File: src/rtl/i2c_clkdiv.sv
module i2c_clkdiv #(
  parameter int M_W = 4,
  parameter int N_W = 3,
  parameter int HALF_MUL = 5,
  localparam int REG_W = M_W + N_W + 1
) (
  input  logic             clk,
  input  logic             rst_n,
  input  logic             en,
  input  logic             wr_en,
  input  logic [REG_W-1:0] wr_data,
  output logic [REG_W-1:0] ctrl_q,
  output logic             samp_en,
  output logic             scl_out
);
  localparam int PRE_W = (1 << N_W) - 1;
  localparam int SC_W  = $clog2(HALF_MUL * (1 << M_W));

  logic [REG_W-1:0] ctrl;
  logic [PRE_W-1:0] pre_cnt, pre_lim;
  logic [SC_W-1:0]  sc_cnt, half_lim;
  logic [M_W-1:0]   m_val;
  logic [N_W-1:0]   n_val;

  assign m_val    = ctrl[N_W +: M_W];
  assign n_val    = ctrl[N_W-1:0];
  assign pre_lim  = PRE_W'((32'd1 << n_val) - 32'd1);
  assign half_lim = SC_W'(HALF_MUL * (int'(m_val) + 1) - 1);
  assign samp_en  = en && (pre_cnt == pre_lim);
  assign ctrl_q   = ctrl;

  always_ff @(posedge clk or negedge rst_n) begin
    if (!rst_n)
      ctrl <= '0;
    else if (wr_en)
      ctrl <= {1'b0, wr_data[REG_W-2:0]};
  end

  always_ff @(posedge clk or negedge rst_n) begin
    if (!rst_n)
      pre_cnt <= '0;
    else if (wr_en || !en || samp_en)
      pre_cnt <= '0;
    else
      pre_cnt <= pre_cnt + 1'b1;
  end

  always_ff @(posedge clk or negedge rst_n) begin
    if (!rst_n) begin
      sc_cnt  <= '0;
      scl_out <= 1'b1;
    end else if (wr_en || !en) begin
      sc_cnt  <= '0;
      scl_out <= 1'b1;
    end else if (samp_en) begin
      if (sc_cnt == half_lim) begin
        sc_cnt  <= '0;
        scl_out <= ~scl_out;
      end else begin
        sc_cnt <= sc_cnt + 1'b1;
      end
    end
  end
endmodule


File: config.mk
export PLATFORM = sky130hd
export DESIGN_NAME = i2c_clkdiv
export DESIGN_NICKNAME = d
export VERILOG_FILES = /design/src/rtl/i2c_clkdiv.sv
export SDC_FILE = /design/constraint.sdc
export NUM_CORES = 1
export LEC_CHECK = 0
export BUFFER_PORTS_ARGS = -buffer_cell sky130_fd_sc_hd__buf_2
export CORE_ASPECT_RATIO = 0.7
export CORE_MARGIN = 4
export CORE_UTILIZATION = 45
export DETAILED_ROUTE_END_ITERATION = 7
export MAX_ROUTING_LAYER = met4
export PLACE_DENSITY = 0.74
export SLEW_MARGIN = 20
export SYNTH_ARGS = -nofsm -noshare
export SYNTH_HDL_FRONTEND = slang
export SYNTH_SLANG_ARGS = --single-unit
File: constraint.sdc
create_clock -name clk -period 7.6 [get_ports clk]
set_input_delay 0.76 -clock clk [delete_from_list [all_inputs] [get_ports clk]]
set_output_delay 0.76 -clock clk [all_outputs]
set_load 0.005 [all_outputs]
==> run_results.csv <==
group,metric,value,unit
run_status,outcome,"complete, no violations",
clocking,cts_tree,"yes",
finish,finalNetCount,204,
synth,synth_edf_count,0,
global_route,gr-total-overflow,0,
floorplanning,die_h,56.9,µm
critical_path,path_class,"flip-flop to flip-flop",
synth,netlist-cell-type-count,40,
synth,syn_nets,186,
place,routabilityCongestion,0.882,
synth,synth_flop_cell,"dfrtp_1",
synth,synth_compound_area_share,16.5,%
synth,synth.most_common_cell,"dfrtp_1",
critical_path,cpMaxStageDelayCell,"dfrtp_1",
synth,synthTopCellsByCount,"dfrtp_1 (21), nor2_1 (13), nand2_1 (12), xnor2_1 (12), ha_1 (10)",
worst_hold_path,hold_path_class,"input pin to async pin",
sta,hold_viol,0,
place,port-buffer-count,19,
critical_path,critPathCaptureType,"flip-flop",
clocking,numClockSinks,22,
route,wl_per_cell,13.6,µm
synth,synth_area,1540,µm²
synth,avgSynthCellArea,9.43,µm²
sta,maxSlewViolCount,0,
clocking,post_cts_resized,0,
finish,antenna_cells,0,
synth,synth_xor_area_share,12.9,%
finish,area_delta_synth_final,10.7,%
critical_path,crit_path_start_kind,"flip-flop",
sta,fmax,258,MHz
route,first_pass_iters,4,
clocking,root_buffer,"clkbuf_8",
route,route.vias.total,1223,
floorplanning,ios,22,
global_route,grt_pass1_vias,1193,
floorplanning,core_area,3210,µm²
sta,setup_viol,0,
synth,yosysWarnings,0,
synth,syn-instance-count,163,
critical_path,worst_path_most_repeated_cell,"inv_1",
global_route,grt_pass1_wl,5290,µm
floorplanning,chipWidth,77.8,µm
route,first_iter_violations,49,
power,peakVddDrop,0.0818,mV
clocking,ctsHoldBuffers,0,
global_route,grt_max_degree,23,
floorplanning,die-area,4430,µm²
synth,synth-simple-area-share,16.3,%
power,p_leak,0.795,nW
sta,rsz0062_at_grt,"no",
clocking,cts_max_path_buffers,2,
route,viasPerCell,5.39,
clocking,cts.clk_slew.worst_paths,70,ps
floorplanning,start_util,47.8,%
sta,fin_crit_sh,50.9,%
critical_path,critical_path.max_stage_delay,550,ps
clocking,post_cts_buffers,0,
sta,min_period,3870,ps
route,drt-total-wl,3090,µm
global_route,grt_usage,15.5,%
synth,synth_area_leader_cell,"dfrtp_1",
clocking,cts_buffers,3,
power,powerDensity,189,nW/µm²
sta,finalSetupTns,0,ps
synth,ys_ff_latch,22,
route,drc_errors,0,
finish,drive_gt1_share,17.2,%
synth,yosys.area_share.adder,9.45,%
synth,synthArstFlopShare,100,%
clocking,htree_levels,1,
sta,whs,456,ps
floorplanning,row_count,17,
global_route,antenna_found_initial,0,
critical_path,arrival,4020,ps
place,place.detailed.hpwl,2340,µm
critical_path,worstPathCellList,"inv_1 -> ha_1 -> inv_1 -> fa_1 -> inv_1 -> ha_1 -> a21oi_1 -> o21ai_0 -> a21oi_1 -> xnor3_1 -> o21ai_1 -> nor2_2 -> a221o_1",
clocking,insertion_delay,260,ps
synth,synth_area_leaders,"dfrtp_1 (34%), ha_1 (8.1%), xnor2_1 (6.8%), xor2_1 (4.6%), mux2_2 (3.7%)",
route,postRouteAntennaNets,0,
synth,muxShareOfSynthArea,4.32,%
sta,finClkSkew,1.96,ps
synth,synth_top_family_by_area,"compound AO/OA/AOI/OAI gates",
critical_path,worst-path-max-fanout,10,
synth,synth_top_cell_area_share,34.2,%
synth,yosysSeqAreaShare,35.9,%
critical_path,cp_data_required_time,7750,ps
run,max-cap-violations,0,
==> final cells by class <==
| class | instances | area, µm² |
|---|---|---|
| Fill cell | 279 | 1510 |
| Multi-Input combinational cell | 126 | 917 |
| Sequential cell | 22 | 552 |
| Timing Repair Buffer | 19 | 95.1 |
| Tap cell | 47 | 58.8 |
| Clock buffer | 4 | 45.0 |
| Inverter | 9 | 33.8 |
==> power by group <==
group | leakage, nW | internal (mW) | switching [mW] | total [mW]
clock | 0.0228 | 0.0373 | 0.0353 | 0.0727
combinational | 0.485 | 0.0557 | 0.0608 | 0.116
sequential | 0.287 | 0.122 | 0.0109 | 0.133
==> cell usage in the layout (no fill, tap or decap), types with 2 or more instances in the layout <==
master | netlist | routed
a22o_1 | 3 | 3
nand3_1 | 6 | 6
xnor2_1 | 12 | 12
a211oi_1 | 2 | 2
clkbuf_8 | 0 | 3
and3_1 | 3 | 3
a31oi_1 | 2 | 2
o21ai_1 | 6 | 6
a21oi_1 | 6 | 6
dfrtp_1 | 21 | 21
ha_1 | 10 | 10
buf_2 | 3 | 19
inv_1 | 9 | 9
o31ai_1 | 2 | 2
a21boi_0 | 2 | 2
nand2_1 | 12 | 12
nor2b_1 | 8 | 8
nor3_1 | 2 | 2
o21ai_0 | 8 | 8
xor2_1 | 8 | 8
mux2_2 | 5 | 5
nor2_1 | 13 | 13
==> sequential cells by signal (all words and copies together) (netlist names) <==
register and count:
ctrl_q 7, pre_cnt 7, sc_cnt 7, scl_out 1
==> routing by layer <==
| metal | share of wire (%) | wire length, µm | up-vias | GRT usage (%) |
|---|---|---|---|---|
| li1 | - | - | 594 | - |
| met1 | 46 | 1410 | 588 | 18.8 |
| met2 | 46 | 1430 | 41 | 24.4 |
| met3 | 8.1 | 251 | 0 | 6.25 |
| met4 | 0 | 0 | 0 | 3.30 |
| met5 | 0 | 0 | - | - |
==> path summary, 6_finish.rpt <==
| path | start | end | slack [ps] | cells after the start |
|---|---|---|---|---|
| worst min register to register | pre_cnt[0] | pre_cnt[0] | 560 | 1 |
| worst min-delay path | rst_n | pre_cnt[3] | 460 | 1 |
| worst max-delay path | ctrl_q[3] | sc_cnt[4] | 3730 | 13 |
| max in group asynchronous | rst_n | scl_out | 6780 | 1 |
| min in group clk | pre_cnt[0] | pre_cnt[0] | 560 | 1 |
| worst max register to register | ctrl_q[3] | sc_cnt[4] | 3730 | 13 |
==> stage by stage <==
| step | cells | utilization [%] | setup WS [ps] | cell area [µm²] | power, mW |
|---|---|---|---|---|---|
| floorplan | 163 | - | 4190 | 1540 | 0.225 |
| finish | 227 | 53.0 | 3730 | 1700 | 0.322 |
| global placement | 223 | 51.6 | 3860 | 1660 | 0.245 |
| global route | 227 | 53.0 | 3450 | 1700 | 0.347 |
| CTS | 227 | 53.0 | 3780 | 1700 | 0.325 |
| detailed placement | 223 | 51.6 | 3790 | 1660 | 0.251 |
==> worst max-delay path, delay by kind of cell, from the launching register on <==
kind,cells,cell delay (ps)
adders and majority gates,3,1270
and+or+nand+nor,1,120
DFF,1,550
AOI/OAI and AO/OA,5,1300
buffers and inverters,3,230
xor gates and xnor gates,1,280
==> logic make-up (layout without fill, tap and decap cells) <==
logic type | Yosys count | in the layout
AND/OR/NAND/NOR | 50 | 50
XOR/XNOR | 21 | 21
other | 1 | 1
buffers and inverters | 15 | 32
adder cells (fa/ha/maj) | 11 | 11
flip-flops | 22 | 22
multiplexers | 6 | 6
AO/OA/AOI/OAI | 37 | 37
(Power assumes the default switching activity.)
